File: src/rtl/wp_pkg.sv
package wp_pkg;

    localparam int WP_AW = 32;

    typedef logic [WP_AW-1:0] wp_word_t;

    // Per-watchpoint register set: raw address, normalised mask and the
    // pre-masked region base, plus the two direction enables.
    typedef struct packed {
        wp_word_t addr;
        wp_word_t mask;
        wp_word_t base;
        logic     ld_en;
        logic     st_en;
    } wp_slot_t;

    typedef enum logic {
        CFG_ADDR = 1'b0,
        CFG_CTRL = 1'b1
    } wp_cfg_e;

endpackage

File: src/rtl/wp_mask_norm.sv
// Builds the effective mask from the control field: bits above the field
// are ones, then every bit below the highest zero is forced to zero.
module wp_mask_norm #(
    parameter int AW     = 32,
    parameter int MASK_W = 6
) (
    input  logic [MASK_W-1:0] field,
    output logic [AW-1:0]     mask
);
    localparam int HI_W = AW - MASK_W;

    logic [AW-1:0] raw;
    logic [AW-1:0] keep;

    assign raw = {{HI_W{1'b1}}, field};

    // Prefix AND from the top bit: a bit survives only if every bit above
    // it is also one.
    assign keep[AW-1] = raw[AW-1];
    for (genvar b = AW - 2; b >= 0; b--) begin : g_prefix
        assign keep[b] = keep[b+1] & raw[b];
    end

    assign mask = keep;

endmodule

File: src/rtl/wp_slot.sv
// One watchpoint: configuration registers plus its match logic.
module wp_slot
    import wp_pkg::*;
#(
    parameter int MASK_W = 6,
    parameter int LD_POS = 8,
    parameter int ST_POS = 9
) (
    input  logic     clk,
    input  logic     rst_n,
    input  logic     wr_en,
    input  logic     wr_sel,
    input  wp_word_t wr_data,
    input  logic     acc_valid,
    input  logic     acc_write,
    input  wp_word_t acc_addr,
    output logic     hit
);
    wp_slot_t s_d, s_q;
    wp_word_t new_mask;
    logic     dir_ok;

    wp_mask_norm #(
        .AW     (WP_AW),
        .MASK_W (MASK_W)
    ) u_norm (
        .field (wr_data[MASK_W-1:0]),
        .mask  (new_mask)
    );

    always_comb begin
        s_d = s_q;
        if (wr_en && wr_sel == CFG_CTRL) begin
            s_d.mask  = new_mask;
            s_d.base  = s_q.addr & new_mask;
            s_d.ld_en = wr_data[LD_POS];
            s_d.st_en = wr_data[ST_POS];
        end else if (wr_en) begin
            s_d.addr = wr_data;
            s_d.base = wr_data & s_q.mask;
        end

        dir_ok = acc_write ? s_q.st_en : s_q.ld_en;
        hit    = acc_valid && dir_ok && ((acc_addr & s_q.mask) == s_q.base);
    end

    always_ff @(posedge clk) begin
        if (!rst_n) begin
            s_q.addr  <= '0;
            s_q.mask  <= '1;
            s_q.base  <= '0;
            s_q.ld_en <= 1'b0;
            s_q.st_en <= 1'b0;
        end else begin
            s_q <= s_d;
        end
    end

endmodule

File: src/rtl/wp_prio.sv
// Lowest-index-wins encoder over the per-watchpoint hits.
module wp_prio #(
    parameter int N     = 4,
    parameter int IDX_W = 2
) (
    input  logic [N-1:0]     req,
    output logic             any,
    output logic [IDX_W-1:0] idx
);
    always_comb begin
        any = |req;
        idx = '0;
        for (int i = N - 1; i >= 0; i--) begin
            if (req[i]) begin
                idx = IDX_W'(i);
            end
        end
    end

endmodule

File: src/rtl/wp_watch_unit.sv
module wp_watch_unit
    import wp_pkg::*;
#(
    parameter int NWP    = 4,
    parameter int MASK_W = 6,
    parameter int LD_POS = 8,
    parameter int ST_POS = 9,
    localparam int IDX_W = (NWP > 1) ? $clog2(NWP) : 1
) (
    input  logic             clk,
    input  logic             rst_n,
    input  logic             cfg_we,
    input  logic             cfg_sel,
    input  logic [IDX_W-1:0] cfg_idx,
    input  logic [31:0]      cfg_wdata,
    input  logic             acc_valid,
    input  logic             acc_write,
    input  logic [31:0]      acc_addr,
    output logic             dbg_hit,
    output logic [IDX_W-1:0] dbg_idx
);
    logic [NWP-1:0] slot_hit;

    for (genvar g = 0; g < NWP; g++) begin : g_slot
        logic wr_here;
        assign wr_here = cfg_we && (cfg_idx == IDX_W'(g));

        wp_slot #(
            .MASK_W (MASK_W),
            .LD_POS (LD_POS),
            .ST_POS (ST_POS)
        ) u_slot (
            .clk       (clk),
            .rst_n     (rst_n),
            .wr_en     (wr_here),
            .wr_sel    (cfg_sel),
            .wr_data   (cfg_wdata),
            .acc_valid (acc_valid),
            .acc_write (acc_write),
            .acc_addr  (acc_addr),
            .hit       (slot_hit[g])
        );
    end

    wp_prio #(
        .N     (NWP),
        .IDX_W (IDX_W)
    ) u_prio (
        .req (slot_hit),
        .any (dbg_hit),
        .idx (dbg_idx)
    );

endmodule

File: config.mk
export PLATFORM = sky130hd
export DESIGN_NAME = wp_watch_unit
export DESIGN_NICKNAME = d
export VERILOG_FILES = /design/src/rtl/wp_pkg.sv /design/src/rtl/wp_mask_norm.sv /design/src/rtl/wp_slot.sv /design/src/rtl/wp_prio.sv /design/src/rtl/wp_watch_unit.sv
export SDC_FILE = /design/constraint.sdc
export NUM_CORES = 1
export LEC_CHECK = 0
export BUFFER_PORTS_ARGS = -buffer_cell sky130_fd_sc_hd__clkbuf_2
export CAP_MARGIN = 20
export CORE_UTILIZATION = 55
export DETAILED_ROUTE_END_ITERATION = 16
export GPL_ROUTABILITY_DRIVEN = 0
export PLACE_DENSITY = 0.73
export SLEW_MARGIN = 20
export SYNTH_ARGS = -nofsm -noshare
export SYNTH_HDL_FRONTEND = slang
export SYNTH_SLANG_ARGS = --single-unit
File: constraint.sdc
create_clock -name clk -period 5.2 [get_ports clk]
set_input_delay 1.04 -clock clk [delete_from_list [all_inputs] [get_ports clk]]
set_output_delay 1.04 -clock clk [all_outputs]
set_load 0.03 [all_outputs]
Word level (Yosys, flattened, before mapping)
Index checks and enable logic that the tools add are counted.
Cells by class
  add/sub/neg operators: 0
  multiply operators: 0
  divide/modulo/power cells: 0
  $lt $le $gt $ge: 0
  equal/unequal tests: 7
  shift-type cells: 0
  mux-type cells: 16
  bitwise operators: 21
  reduce and logical (&&, ||, !) cells: 26
Operator list (count)
  bitwise AND 32 bit: 12
  two-way mux 32 bit: 8
  equality test 32 bit: 4
  logical AND 1 bit: 16
  two-way mux 2 bit: 4
  AND reduction 2 bit: 4
  nonzero test 2 bit: 4
  bitwise AND 1 bit: 5
  equality test 2 bit, second input constant: 2
  two-way mux 1 bit: 4
  inverter 1 bit: 4
  OR reduction 4 bit: 1
  equality test 2 x 1 -> 1 bit, second input constant: 1
  logical NOT 2 bit: 1
Word-level totals
  flip-flop bits (word level): 288
  bits in latches: 0
  bits in writable memories: 0
  ROM bits: 0
  input port bits: 72
  output and inout bits: 3
  logic and storage cells: 90
  memories kept: 0

Longest topological paths before layout
  depth after elaboration: 7
  gate-level depth with buffers: 7
  mapped depth without buffers: 6

By module
Synthesis repeated with hierarchy kept, for this count alone.
Second synthesis, totals
  cells, all modules: 2319
  area total of the unflattened synthesis: 18740.5 um2
By module, submodules not included
  wp_slot: times used 4, cells each 544, area each 4418.0 um2, seq. area each 1961.9 um2
  wp_mask_norm: times used 4, cells each 33, area each 249.0 um2, seq. area each 0.0 um2
  wp_watch_unit: times used 1, cells each 4, area each 37.5 um2, seq. area each 0.0 um2
  wp_prio: times used 1, cells each 7, area each 35.0 um2, seq. area each 0.0 um2

Least setup slack after synthesis
No wires, ideal clock.
  path type: input-to-output
  start point: input port acc_addr[8]
  end point: output port dbg_idx[1]
  arrival time: 2739 ps
  setup slack: 1421 ps
  stages: 6
  path buffers: 0
  path through: xnor2_1 > nand4_1 > or4_1 > nor4_1 > nor2_1 > nor3_1
On the way
  word-level cells in the longest chain between the ends: 7
Ends and longest elaborated chain
  start, declared: RTL line wp_watch_unit.sv:18  | input logic [31:0] acc_addr,
  bitwise AND 32 bit: RTL line wp_slot.sv:44  | hit = acc_valid && dir_ok && ((acc_addr & s_q.mask) == s_q.base);
  equality test 32 bit: RTL line wp_slot.sv:44
  logical AND 1 bit: RTL line wp_slot.sv:44
  two-way mux 2 bit (3 in a row): RTL line wp_prio.sv:14  | if (req[i]) begin
  two-way mux 2 bit (*): RTL line wp_prio.sv:14
  end, declared: RTL line wp_watch_unit.sv:20  | output logic [IDX_W-1:0] dbg_idx
Every way passes the cells marked *; elsewhere a longest branch is shown, timed or not.

Final worst setup path
  start point: input port acc_addr[25]
  end point: output port dbg_idx[0]
The elaborated chain is that of the path after synthesis.

==> reports/summary.txt <==
# clock sinks: 288
DRC: 0
non-filler cells, final: 1921
WL final: 37.86 mm
number of flip-flops and latches in the synthesized netlist: 288
initial standard-cell utilization of the core: 55.97%
share of the synthesized area in the top cell type: 44.02%
Sequential Area: 5766 um2
most common cell in the synthesized netlist: sky130_fd_sc_hd__nand2_1
total area of multi-input combinational cells: 6863 um2
top cells by area, synth: sky130_fd_sc_hd__dfxtp_1 44%, sky130_fd_sc_hd__nand2_1 13%, sky130_fd_sc_hd__a21boi_0 8.9%
Mean Syn Cell Area: 8.311 um2
number of enable flip-flop cells after synthesis: 0
origin of the critical flop-to-flop path: g_slot[3].u_slot.s_q[34]
worst hold slack: 457.3 ps
total negative setup slack: 0 ps
clock transition at the register clock pins on the worst setup and hold paths after CTS: 60 ps
DR pass1 iterations: 6
highest clock frequency the design can meet: 232.5 MHz
met1 wire length: 16.21 mm
pin count of the biggest net entering global routing: 115
R2R Path End: g_slot[3].u_slot.s_q[2]
Post-synth ARST share: 0%
max_slew headroom: 31.63%
status: finished, final reports clean
endpoint required time on the critical path: 4160 ps
Routed met3 length: 3.022 mm
post-synth cell types: 36
number of resized instances in the post-cts repair step: 0
WP data arrival: 3260 ps
worst-case clock skew: 7.064 ps
final setup violation count: 0
Gate Count Post-Synth: 1576
Worst setup EP type: output pin
worst slew pin tran: 1026 ps
unrepaired setup endpoints after global routing: no
wire length of the first global-routing pass: 58.93 mm
TritonCTS clock tree: yes
library cell with the largest summed area after synthesis: sky130_fd_sc_hd__dfxtp_1
wire length on met2: 17.63 mm
clock root buffer master: sky130_fd_sc_hd__clkbuf_16
leading register cell type out of synthesis: sky130_fd_sc_hd__dfxtp_1
largest buffer count on any clock path: 3
All-Layer GR Usage: 31.19%
placeable core area: 23400 um2
VDD IR max: 245.8 uV
number of nets with antenna violations after routing: 0
ratio of cells with drive above 1 in the final layout: 9.426%
kind of launch point of the worst setup path: input pin
total chip power: 5.057 mW
area of the die: 24440 um2
Min-Delay Endpoint: g_slot[0].u_slot.s_q[71]
largest registers in the final layout: g_slot.u_slot.s_q (288)
Area growth, synth to finish: 12.30%
maximum fanout along the worst path: 4
cell count after placement: 1865
H-tree depth: 1
Post-layout nets: 1652
top cells by count, synth: 460 x sky130_fd_sc_hd__nand2_1, 288 x sky130_fd_sc_hd__dfxtp_1, 156 x sky130_fd_sc_hd__a21boi_0, 111 x sky130_fd_sc_hd__a21oi_1
via density per instance: 5.877
total gr overflow: 0
post-DR wirelength/cell: 19.71 um
critical path class: input pin to output pin
placed wire-length estimate after detailed placement: 23.98 mm
worst hold-check path type: flip-flop to flip-flop
Syn Nets: 1648
total via count in the routed design: 11290
via count of the first global-routing pass: 10480
floorplan die height: 156.3 um
clk_lat worst skew: 550 ps
register with the highest flop count: g_slot.u_slot.s_q
max-slew violation count: 0
Port-buffer cells: 74
count of filler cells inserted in the layout: 2063
Setup Fix Bufs, Post-CTS: 0
sequential cell area fraction in the yosys report: 44.02%
highest signal layer in the routed design: met5
areal power density over the cells: 343.8 nW/um2
Hold Crit Start: g_slot[0].u_slot.s_q[71]
share of the clock period used by the worst path: 82.72%
number of synthesis warnings: 0
clock period minus worst slack: 4301 ps
drt first-iter violations: 972
setup slack, reg-to-reg: 4250 ps
hold-fix buffers at CTS: 0
final count of hold timing violations: 0
ant diodes: 0
boundary pin count: 75
max FFs per register: 288
initial antenna violation count: 2
floorplan row count: 56
max-cap violation count: 0
cells on worst reg2reg path: 4
worst hold path stage count: 2
Leak: 6.692 nW
post-synthesis instance area: 13100 um2
Num CTS Buffers: 30
width of the chip: 156.3 um
## power breakdown
group | leakage, nW | switching (mW) | internal [mW] | total, mW
registers | 2.34 | 0.0533 | 2.28 | 2.33
logic | 3.84 | 0.303 | 0.177 | 0.480
clock network | 0.513 | 0.883 | 1.36 | 2.24
total | 6.69 | 1.24 | 3.82 | 5.06
## stage by stage
| stage | instance area, um2 | worst slack [ps] | utilization [%] |
|---|---|---|---|
| floorplan | 13100 | 1421 | - |
| global placement | 13560 | 1041 | 57.96 |
| detailed placement | 13620 | 1067 | 58.20 |
| CTS | 14660 | 1053 | 62.62 |
| global route | 14710 | 855.3 | 62.86 |
| finish | 14710 | 898.8 | 62.86 |
## critical path, stage by stage
cell	delay (ps)
sky130_fd_sc_hd__clkbuf_2	170
sky130_fd_sc_hd__xor2_1	170
sky130_fd_sc_hd__nor4_1	700
sky130_fd_sc_hd__nand4_1	200
sky130_fd_sc_hd__nor4_1	380
sky130_fd_sc_hd__a21oi_1	90
sky130_fd_sc_hd__nor2_1	240
sky130_fd_sc_hd__clkbuf_2	260
## cell families after synthesis
family	synth area share, %
simple gates	19.73
compound gates	23.84
flops	44.02
buf+inv	3.888
xor+xnor	8.024
mux	0.4967
## layer usage
layer	vias to the layer above	global-route usage [%]
li1	5381	-
met1	5381	42.70
met2	454	50.57
met3	69	4.652
met4	4	9.664
met5	-	0
## placed cells by master (no fill, tap or decap), types with 6 or more instances in the layout
master | netlist | layout
sky130_fd_sc_hd__inv_1 | 15 | 15
sky130_fd_sc_hd__nor2b_1 | 26 | 26
sky130_fd_sc_hd__a21boi_0 | 156 | 156
sky130_fd_sc_hd__clkbuf_16 | 0 | 31
sky130_fd_sc_hd__o211a_1 | 104 | 104
sky130_fd_sc_hd__clkbuf_1 | 104 | 7
sky130_fd_sc_hd__dfxtp_1 | 288 | 288
sky130_fd_sc_hd__clkbuf_2 | 0 | 72
sky130_fd_sc_hd__nand2_1 | 460 | 460
sky130_fd_sc_hd__nand2b_1 | 6 | 6
sky130_fd_sc_hd__o22ai_1 | 14 | 14
sky130_fd_sc_hd__o211ai_1 | 21 | 21
sky130_fd_sc_hd__xnor2_1 | 36 | 36
sky130_fd_sc_hd__clkbuf_8 | 0 | 9
sky130_fd_sc_hd__a21oi_1 | 111 | 111
sky130_fd_sc_hd__xor2_1 | 84 | 84
sky130_fd_sc_hd__buf_4 | 0 | 13
sky130_fd_sc_hd__nand4_1 | 16 | 16
sky130_fd_sc_hd__nor4_1 | 21 | 21
sky130_fd_sc_hd__nand3_1 | 46 | 46
sky130_fd_sc_hd__o21ai_0 | 8 | 8
sky130_fd_sc_hd__and3_1 | 7 | 6
## final cells by class
| type | instances | area share (%) |
|---|---|---|
| multi-input cells | 1154 | 46.65 |
| flip-flops and latches | 288 | 39.19 |
| clock buffers | 47 | 6.294 |
| repair buffers | 91 | 4.015 |
| well taps | 319 | 2.713 |
| clock inverters | 7 | 0.7485 |
| inverters | 15 | 0.3827 |
## how the worst max path moves through the flow
stage / from / slack [ps] / end
6_report: acc_addr[25] / 900 / dbg_idx[0]
5_1_grt: acc_addr[25] / 860 / dbg_idx[1]
4_1_cts: acc_addr[25] / 1050 / dbg_idx[0]
3_5_place_dp: acc_addr[25] / 1070 / dbg_idx[0]
3_3_place_gp: acc_addr[25] / 1040 / dbg_idx[0]
2_1_floorplan: acc_addr[8] / 1420 / dbg_idx[1]
(Power assumes the default switching activity.)
